`config.mk`:
```
export PLATFORM = sky130hd
export DESIGN_NAME = rc_bit_updater
export DESIGN_NICKNAME = d
export VERILOG_FILES = /design/src/rtl/rcu_pkg.sv /design/src/rtl/rcu_prio_resolver.sv /design/src/rtl/rcu_rmw_engine.sv /design/src/rtl/rc_bit_updater.sv
export SDC_FILE = /design/constraint.sdc
export NUM_CORES = 1
export LEC_CHECK = 0
export BUFFER_PORTS_ARGS = -buffer_cell sky130_fd_sc_hd__buf_2
export CORE_AREA = 2 2 73 75
export CTS_CLUSTER_SIZE = 16
export DETAILED_ROUTE_END_ITERATION = 16
export DIE_AREA = 0 0 75 77
export GPL_ROUTABILITY_DRIVEN = 0
export PLACE_DENSITY = 0.77
export SYNTH_ARGS = -nofsm -noshare
export SYNTH_HDL_FRONTEND = slang
export SYNTH_SLANG_ARGS = --single-unit
```
`constraint.sdc`:
```
create_clock -name clk -period 1.8 [get_ports clk]
set_input_delay 0.27 -clock clk [delete_from_list [all_inputs] [get_ports clk]]
set_output_delay 0.27 -clock clk [all_outputs]
set_load 0.02 [all_outputs]
```
`src/rtl/rcu_pkg.sv`:
```
package rcu_pkg;

   localparam int unsigned SCN_COUNT = 11;

   // index of each scenario flag; lower index wins
   localparam int unsigned SCN_NX_FAULT   = 0;
   localparam int unsigned SCN_PROT_FAULT = 1;
   localparam int unsigned SCN_SPEC_LOAD  = 2;
   localparam int unsigned SCN_SPEC_ST_CF = 3;
   localparam int unsigned SCN_SPEC_ST_EX = 4;
   localparam int unsigned SCN_ZLEN_LOAD  = 5;
   localparam int unsigned SCN_ZLEN_STORE = 6;
   localparam int unsigned SCN_STC_FAIL   = 7;
   localparam int unsigned SCN_FETCH      = 8;
   localparam int unsigned SCN_LOAD       = 9;
   localparam int unsigned SCN_STORE      = 10;

   // translation-enable, guarded, cacheable, coherent (bit 0 .. bit 3)
   localparam logic [3:0] RMW_ATTR = 4'b1100;

   typedef struct packed {
      logic r;
      logic c;
   } rc_t;

   typedef enum logic [2:0] {
      ST_IDLE,
      ST_RD_REQ,
      ST_RD_WAIT,
      ST_WR_REQ,
      ST_WR_WAIT
   } rmw_state_t;

   function automatic rc_t scn_outcome(input int unsigned idx);
      rc_t o;
      o = '{r: 1'b0, c: 1'b0};
      case (idx)
         SCN_PROT_FAULT: o = '{r: 1'b1, c: 1'b0};
         SCN_STC_FAIL:   o = '{r: 1'b1, c: 1'b1};
         SCN_FETCH:      o = '{r: 1'b1, c: 1'b0};
         SCN_LOAD:       o = '{r: 1'b1, c: 1'b0};
         SCN_STORE:      o = '{r: 1'b1, c: 1'b1};
         default:        o = '{r: 1'b0, c: 1'b0};
      endcase
      return o;
   endfunction

endpackage

```
`src/rtl/rcu_prio_resolver.sv`:
```
module rcu_prio_resolver
   import rcu_pkg::*;
(
   input  logic [SCN_COUNT-1:0] flags,
   output rc_t                  need
);

   function automatic logic [SCN_COUNT-1:0] build_mask(input bit pick_c);
      logic [SCN_COUNT-1:0] m;
      rc_t o;
      m = '0;
      for (int unsigned i = 0; i < SCN_COUNT; i++) begin
         o = scn_outcome(i);
         m[i] = pick_c ? o.c : o.r;
      end
      return m;
   endfunction

   localparam logic [SCN_COUNT-1:0] R_MASK = build_mask(1'b0);
   localparam logic [SCN_COUNT-1:0] C_MASK = build_mask(1'b1);

   logic [SCN_COUNT-1:0] win;

   genvar gi;
   generate
      for (gi = 0; gi < SCN_COUNT; gi++) begin : g_win
         if (gi == 0) begin : g_top
            assign win[gi] = flags[gi];
         end else begin : g_rest
            assign win[gi] = flags[gi] & ~(|flags[gi-1:0]);
         end
      end
   endgenerate

   assign need.r = |(win & R_MASK);
   assign need.c = |(win & C_MASK);

   always_comb begin

      single_winner_chk: assert ($onehot0(win))
         else $error("more than one scenario won");

      c_implies_r_chk: assert (!need.c || need.r)
         else $error("changed bit requested without referenced bit");

      winner_present_chk: assert ((flags == '0) || (win != '0))
         else $error("flags set but no winner");
   end

endmodule

```
`src/rtl/rcu_rmw_engine.sv`:
```
module rcu_rmw_engine
   import rcu_pkg::*;
#(
   parameter int unsigned ADDR_W = 8,
   parameter int unsigned DATA_W = 32,
   parameter int unsigned R_POS  = 8,
   parameter int unsigned C_POS  = 7
) (
   input  logic              clk,
   input  logic              rst_n,
   input  logic              accept,
   input  rc_t               missing,
   input  rc_t               final_rc,
   input  logic [ADDR_W-1:0] addr_in,
   output logic              busy,
   output logic              mem_req_valid,
   output logic              mem_req_write,
   output logic [ADDR_W-1:0] mem_req_addr,
   output logic [DATA_W-1:0] mem_req_wdata,
   output logic [3:0]        mem_req_attr,
   input  logic              mem_req_ready,
   input  logic              mem_rsp_valid,
   input  logic [DATA_W-1:0] mem_rsp_rdata,
   output logic              tlb_set_valid,
   output rc_t               tlb_set,
   output logic              done
);

   localparam logic [DATA_W-1:0] R_BIT_MASK = DATA_W'(1) << R_POS;
   localparam logic [DATA_W-1:0] C_BIT_MASK = DATA_W'(1) << C_POS;

   rmw_state_t        state_q;
   logic [ADDR_W-1:0] addr_q;
   logic [DATA_W-1:0] mask_q;
   logic [DATA_W-1:0] word_q;
   rc_t               final_q;
   logic              done_q;
   logic              tlbv_q;

   logic [DATA_W-1:0] new_mask;
   assign new_mask = (missing.r ? R_BIT_MASK : '0) | (missing.c ? C_BIT_MASK : '0);

   always_ff @(posedge clk) begin
      if (!rst_n) begin
         state_q <= ST_IDLE;
         addr_q  <= '0;
         mask_q  <= '0;
         word_q  <= '0;
         final_q <= '{r: 1'b0, c: 1'b0};
         done_q  <= 1'b0;
         tlbv_q  <= 1'b0;
      end else begin
         done_q <= 1'b0;
         tlbv_q <= 1'b0;
         case (state_q)
            ST_IDLE: begin
               if (accept) begin
                  addr_q  <= addr_in;
                  mask_q  <= new_mask;
                  final_q <= final_rc;
                  if (new_mask != '0) begin
                     state_q <= ST_RD_REQ;
                  end else begin
                     done_q <= 1'b1;
                  end
               end
            end
            ST_RD_REQ: begin
               if (mem_req_ready) state_q <= ST_RD_WAIT;
            end
            ST_RD_WAIT: begin
               if (mem_rsp_valid) begin
                  word_q  <= mem_rsp_rdata;
                  state_q <= ST_WR_REQ;
               end
            end
            ST_WR_REQ: begin
               if (mem_req_ready) state_q <= ST_WR_WAIT;
            end
            ST_WR_WAIT: begin
               if (mem_rsp_valid) begin
                  state_q <= ST_IDLE;
                  done_q  <= 1'b1;
                  tlbv_q  <= 1'b1;
               end
            end
            default: state_q <= ST_IDLE;
         endcase
      end
   end

   assign busy          = (state_q != ST_IDLE);
   assign mem_req_valid = (state_q == ST_RD_REQ) || (state_q == ST_WR_REQ);
   assign mem_req_write = (state_q == ST_WR_REQ);
   assign mem_req_addr  = addr_q;
   assign mem_req_wdata = word_q | mask_q;
   assign mem_req_attr  = RMW_ATTR;
   assign tlb_set_valid = tlbv_q;
   assign tlb_set       = final_q;
   assign done          = done_q;


   idle_quiet_chk: assert property (@(posedge clk) disable iff (!rst_n)
      !busy |-> !mem_req_valid);


   req_hold_chk: assert property (@(posedge clk) disable iff (!rst_n)
      (mem_req_valid && !mem_req_ready) |=>
         (mem_req_valid && $stable(mem_req_addr) && $stable(mem_req_write)));


   read_first_chk: assert property (@(posedge clk) disable iff (!rst_n)
      $rose(busy) |-> (mem_req_valid && !mem_req_write));


   tlb_with_done_chk: assert property (@(posedge clk) disable iff (!rst_n)
      tlb_set_valid |-> (done && !busy));


   done_ends_busy_chk: assert property (@(posedge clk) disable iff (!rst_n)
      $fell(busy) |-> (done && tlb_set_valid));

endmodule

```
`src/rtl/rc_bit_updater.sv`:
```
module rc_bit_updater
   import rcu_pkg::*;
#(
   parameter int unsigned ADDR_W     = 8,
   parameter int unsigned DATA_W     = 32,
   parameter int unsigned R_POS      = 8,
   parameter int unsigned C_POS      = 7,
   parameter bit          TLB_FILTER = 1'b1
) (
   input  logic                 clk,
   input  logic                 rst_n,
   input  logic                 acc_valid,
   input  logic [SCN_COUNT-1:0] acc_flags,
   input  logic                 acc_tlb_r,
   input  logic                 acc_tlb_c,
   input  logic [ADDR_W-1:0]    acc_pte_addr,
   output logic                 busy,
   output logic                 mem_req_valid,
   output logic                 mem_req_write,
   output logic [ADDR_W-1:0]    mem_req_addr,
   output logic [DATA_W-1:0]    mem_req_wdata,
   output logic [3:0]           mem_req_attr,
   input  logic                 mem_req_ready,
   input  logic                 mem_rsp_valid,
   input  logic [DATA_W-1:0]    mem_rsp_rdata,
   output logic                 tlb_set_valid,
   output logic                 tlb_set_r,
   output logic                 tlb_set_c,
   output logic                 done
);

   generate
      if (R_POS >= DATA_W || C_POS >= DATA_W || R_POS == C_POS) begin : g_bad_bits
         $error("R/C bit positions must be distinct and inside the data word");
      end
      if (ADDR_W < 1) begin : g_bad_addr
         $error("address width must be at least one bit");
      end
   endgenerate

   rc_t  need;
   rc_t  cached;
   rc_t  missing;
   rc_t  final_rc;
   rc_t  tlb_set;
   logic accept;

   assign cached   = '{r: acc_tlb_r, c: acc_tlb_c};
   assign accept   = acc_valid && !busy;
   assign final_rc = '{r: cached.r | need.r, c: cached.c | need.c};

   rcu_prio_resolver u_resolver (
      .flags (acc_flags),
      .need  (need)
   );

   generate
      if (TLB_FILTER) begin : g_filtered
         assign missing = '{r: need.r & ~cached.r, c: need.c & ~cached.c};
      end else begin : g_always
         assign missing = need;
      end
   endgenerate

   rcu_rmw_engine #(
      .ADDR_W (ADDR_W),
      .DATA_W (DATA_W),
      .R_POS  (R_POS),
      .C_POS  (C_POS)
   ) u_engine (
      .clk           (clk),
      .rst_n         (rst_n),
      .accept        (accept),
      .missing       (missing),
      .final_rc      (final_rc),
      .addr_in       (acc_pte_addr),
      .busy          (busy),
      .mem_req_valid (mem_req_valid),
      .mem_req_write (mem_req_write),
      .mem_req_addr  (mem_req_addr),
      .mem_req_wdata (mem_req_wdata),
      .mem_req_attr  (mem_req_attr),
      .mem_req_ready (mem_req_ready),
      .mem_rsp_valid (mem_rsp_valid),
      .mem_rsp_rdata (mem_rsp_rdata),
      .tlb_set_valid (tlb_set_valid),
      .tlb_set       (tlb_set),
      .done          (done)
   );

   assign tlb_set_r = tlb_set.r;
   assign tlb_set_c = tlb_set.c;


   attr_chk: assert property (@(posedge clk) disable iff (!rst_n)
      mem_req_valid |-> (mem_req_attr == 4'b1100));


   write_sets_tlb_chk: assert property (@(posedge clk) disable iff (!rst_n)
      tlb_set_valid |-> tlb_set_r);

endmodule

```
Word-level counts from Yosys, hierarchy flattened
Cells that the tools add are included.

Bits in registers: 79. Input port bits: 58. Logic and storage cells: 65.

Eq/ne operators: 10. Mux-type cells: 13. Bitwise logic cells: 18. Reductions and logical operators: 16.

Operators with widths (number): bitwise OR 32 bit (2); nonzero test 32 bit (1); 2-to-1 mux 3 bit (6); case mux 3 bit (5 select lines) (1); OR reduction 10 bit (1); 2-to-1 mux 9 bit (1); OR reduction 9 bit (1); 2-to-1 mux 8 bit (1); inequality test 2 bit, second input constant (4); OR reduction 8 bit (1); AND 1 bit (7); NOT 1 bit (7); OR reduction 7 bit (1); == test 3 x 2 -> 1 bit, second input constant (2); AND reduction 2 bit (3); AND reduction 6 bit (1); OR reduction 5 bit (1); inequality test 2 x 1 -> 1 bit, second input constant (2); == test 3 x 1 -> 1 bit, second input constant (1); == test 3 bit, second input constant (1); zero test 3 bit (1); 2-to-1 mux 1 bit (3); nonzero test 3 bit (1); bitwise OR 1 bit (2); other kinds (5) (5).

Depth between registers and ports, before layout
Depth in word-level cells: 11. Depth in mapped cells: 6. Mapped depth without buffers: 4.

Cells and area by module
A second synthesis with hierarchy kept.

Cells, all modules: 277. Area total of the unflattened synthesis: 2260.9 um2.

By module, submodules not included: rcu_rmw_engine (times used 1, cells an instance 263, area an instance 2184.6 um2, seq. area each 980.9 um2); rcu_prio_resolver (times used 1, cells an instance 9, area an instance 45.0 um2, seq. area each 0.0 um2); rc_bit_updater (times used 1, cells an instance 5, area an instance 31.3 um2, seq. area each 0.0 um2).

Worst setup path before layout
Ideal clock, no wire load.

Path type: input -> register. Start: input acc_flags[7]. End: register u_engine.state_q[0]. Arrival time: 1421 ps. Slack: 260 ps. Cell stages on the path: 4. Cell sequence: or4_4 > a32oi_2 > o22ai_1 > o31a_1.

Longest elaborated chain between the ends: 10. Elaborated cells on any way between the ends: 20.

RTL lines: from (decl) (line rc_bit_updater.sv:13) `input logic [SCN_COUNT-1:0] acc_flags,`; OR reduction 10 bit (tied with other cells) (line rcu_prio_resolver.sv:30) `assign win[gi] = flags[gi] & ~(|flags[gi-1:0]);`; NOT 1 bit (line rcu_prio_resolver.sv:30); AND 1 bit (line rcu_prio_resolver.sv:30); OR reduction 5 bit or OR reduction 2 bit (tied branches) (line rcu_prio_resolver.sv:35, rcu_prio_resolver.sv:36); AND 1 bit (line rc_bit_updater.sv:59) `assign missing = '{r: need.r & ~cached.r, c: need.c & ~cached.c};`; 2-to-1 mux 9 bit or 2-to-1 mux 8 bit (tied branches) (line rcu_rmw_engine.sv:41) `assign new_mask = (missing.r ? R_BIT_MASK : '0) | (missing.c ? C_BIT_MASK : '0);`; bitwise OR 32 bit * (line rcu_rmw_engine.sv:41); nonzero test 32 bit * (line rcu_rmw_engine.sv:61) `if (new_mask != '0) begin`; inequality test 2 x 1 -> 1 bit (no source line) *; AND reduction 6 bit (no source line) *; to (signal assigned) (line rcu_rmw_engine.sv:45) `state_q <= ST_IDLE;`; to (signal assigned) (line rcu_rmw_engine.sv:62) `state_q <= ST_RD_REQ;`; to (signal assigned) (line rcu_rmw_engine.sv:69) `if (mem_req_ready) state_q <= ST_RD_WAIT;`; to (decl) (line rcu_rmw_engine.sv:32) `rmw_state_t state_q;`.

Mark *: on every way between the ends. The rest lies on a longest branch, timed or not. A chain may end at the register's enable or synchronous reset.

Final worst setup path
Start: register u_engine.state_q[0]. End: output mem_req_write.

Longest elaborated chain between the ends: 1.

RTL lines: == test 3 x 2 -> 1 bit (line rcu_rmw_engine.sv:94) `assign mem_req_write = (state_q == ST_WR_REQ);`; to (decl) (line rc_bit_updater.sv:19) `output logic mem_req_write,`.

No other way between the ends.

==> impl_metrics.json <==
{
  "status": "finished, final reports clean",
  "cts_tree": "done",
  "power_frac_seq": 0.581,
  "via_per_inst": 4.56,
  "post_cts_buffers": 0,
  "synth_edf_count": 0,
  "required_ns": 1.53,
  "relSlewSlack": 0.645,
  "grt_first_pass_wirelength_um": 7580,
  "fin_worst_skew_ns": 0.00593,
  "final_area_sq_um": 2630,
  "clockBufferDepth": 2,
  "grt_max_degree": 38,
  "synth_area_leader_cell": "dfxtp_1",
  "setup_ws_ns": 0.262,
  "die-area_sq_um": 5780,
  "start_util": 0.440,
  "synthArstFlopShare": 0,
  "dr.pass1.iters": 4,
  "synth_cell_types": 32,
  "clkSinkCount": 49,
  "synth.most_common_cell": "nand2_1",
  "syn_avg_cell_area_sq_um": 8.20,
  "ir_drop_mv": 0.447,
  "core_region_area_sq_um": 4980,
  "ys_top_cells_by_area": "dfxtp_1 45%, nand2_1 15%, buf_4 12%",
  "die_h_um": 77,
  "cp_data_arrival_time_ns": 1.27,
  "grt_pass1_vias": 1759,
  "synth-seq-area-share": 0.448,
  "cts_max_level": 2,
  "min_path_cells": 2,
  "wire_per_inst_um": 10.9,
  "setup-tns-final_ns": 0,
  "drt-initial-drc-count": 39,
  "slowest_delay_ns": 0.34,
  "hold_class": "in -> reg",
  "path_max_fanout": 7,
  "fillers": 501,
  "p_sw_mw": 0.459,
  "ctsHoldBuffers": 0,
  "r2r_cells": 5,
  "post_dp_cell_area_sq_um": 2560,
  "numPortBuffers": 104,
  "synth_seq_cells": 49,
  "critPathLaunchType": "flip-flop",
  "dp_hpwl_um": 3370,
  "place_ws_ns": 0.0730,
  "drive_above_1_share": 0.363,
  "cts_buffers": 5,
  "yosys.area_share.simple": 0.208,
  "cp.buffers_inverters": 2,
  "worstSetupPathType": "reg -> out",
  "grt_usage": 0.162,
  "p_leak_nw": 1.22,
  "ant_nets": 0,
  "p_total_mw": 1.92,
  "num_vias": 1863,
  "slowest_stage": "dfxtp_1",
  "rsz0062_at_grt": "false",
  "finalHoldViolations": 0,
  "row_count": 26,
  "synth-main-ff-cell": "dfxtp_1",
  "setup_viol": 0,
  "synthXorXnorAreaFrac": 0.00400,
  "synth.top_cell.area_share": 0.448,
  "antenna_found_initial": 0,
  "slew_violations": 0,
  "power.density_nw_per_um2": 731,
  "syn_inst": 267,
  "max-cap-violations": 0,
  "nNetsFinal": 398,
  "post_cts_resized": 0,
  "period_minus_slack_ns": 1.54,
  "synth_top_family_by_area": "simple AND/OR/NAND/NOR gates",
  "dieWidth_um": 75,
  "synth_common_cells": "85 x nand2_1, 49 x dfxtp_1, 34 x buf_4",
  "synth_warnings": 0,
  "grt_overflow": 0,
  "drc_errors": 0,
  "clk_pin_slew_worst_paths_ns": 0.08,
  "synth_adder_area_share": 0,
  "path_delay_family": "flip-flops",
  "netlist_area_sq_um": 2190,
  "p_sw_frac": 0.239,
  "muxShareOfSynthArea": 0,
  "worstSkewPairLatency_ns": 0.29,
  "combPwrFrac": 0.117,
  "synth-compound-area-share": 0.188,
  "tightest_slew_ns": 0.533,
  "crit_path_cell_trace": "buf_4, nor2b_1, and2_1, buf_2",
  "areaGrowthSynthToFinish_pct": 20.4,
  "endpoint_kind": "output port",
  "cts_root_buffer": "clkbuf_8",
  "power.internal_mw": 1.46,
  "wirelength_um": 4460,
  "clock.fmax_mhz": 650,
  "cp.depth": 4,
  "ios": 109,
  "post-route-period-util": 0.854,
  "diodes": 0,
  "pwr-share-clk": 0.302
}
-- routing by layer --
metal  wire length (um)  vias to the layer above  track usage
met3                324                        6       0.0499
met1               1960                      823        0.199
met4                 44                        0       0.0393
met5                  0                        -            0
met2               2130                       61        0.273
li1                   -                      973            -
-- path summary, 6_finish.rpt --
kind / start / end / slack [ns]
worst max-delay path: u_engine.state_q[0]$_SDFFE_PN0P_ / mem_req_write / 0.26
worst min-delay path: acc_tlb_r / u_engine.mask_q[8]$_SDFFE_PN0P_ / 0.18
worst min register to register: u_engine.word_q[17]$_SDFFE_PN0P_ / u_engine.word_q[17]$_SDFFE_PN0P_ / 0.45
worst max register to register: u_engine.state_q[2]$_SDFFE_PN0P_ / u_engine.mask_q[8]$_SDFFE_PN0P_ / 0.34
-- metrics by stage --
step,hold WS [ns],std cells,util
2_1_floorplan,0.371,269,-
3_3_place_gp,0.437,403,0.514
3_5_place_dp,0.446,403,0.514
4_1_cts,0.175,409,0.529
5_1_grt,0.193,409,0.529
6_report,0.183,409,0.529
-- cell usage in the layout, fill, tap and decap left out, types with 2 or more instances in the layout --
| cell | n |
|---|---|
| buf_2 | 104 |
| nand2_1 | 85 |
| dfxtp_1 | 49 |
| a21boi_0 | 33 |
| buf_4 | 8 |
| a21boi_1 | 7 |
| a21oi_1 | 6 |
| nor2_1 | 5 |
| clkbuf_8 | 5 |
| inv_1 | 4 |
| conb_1 | 4 |
| nor2b_1 | 2 |
| and2_1 | 2 |
| or2_2 | 2 |
| nand3_1 | 2 |
| nor3b_1 | 2 |
| o21ai_0 | 2 |
| o31ai_1 | 2 |
-- kinds of logic after synthesis --
logic type	count (synthesis)
buffers and inverters	52
XOR/XNOR	1
AO/OA/AOI/OAI	56
flip-flops	49
AND/OR/NAND/NOR	107
other	2
-- flip-flops by register name, summed over array words and instances, names as in the netlist --
name and count:
u_engine.mask_q 2, u_engine.tlb_set_valid 1, u_engine.state_q 3, u_engine.tlb_set 2, u_engine.word_q 32, u_engine.mem_req_addr 8, u_engine.done 1
-- worst register-to-register path: stages (launching register included) --
cell and delay, ns:
dfxtp_1 0.32, buf_4 0.16, nor2_1 0.18, and3_1 0.41
nand2_1 0.13, o31ai_1 0.20
-- layout make-up --
type                    count  area (sq um)  area share
multi-input cells         168           896       0.340
inverters                   4          15.0     0.00570
well taps                  70          87.6      0.0333
clock buffers               5          68.8      0.0261
repair buffers            112           581       0.220
clock inverters             1          5.00     0.00190
flip-flops and latches     49           981       0.372
-- power by group through the flow --
| stage | logic [mW] | clock network (mW) | registers [mW] |
|---|---|---|---|
| detailed placement | 0.227 | 0 | 1.14 |
| global placement | 0.224 | 0 | 1.14 |
| global route | 0.251 | 0.650 | 1.12 |
| finish | 0.224 | 0.582 | 1.12 |
| CTS | 0.228 | 0.613 | 1.12 |
| floorplan | 0.109 | 0 | 1.17 |
Note: power is estimated with default switching activity, not from simulation.
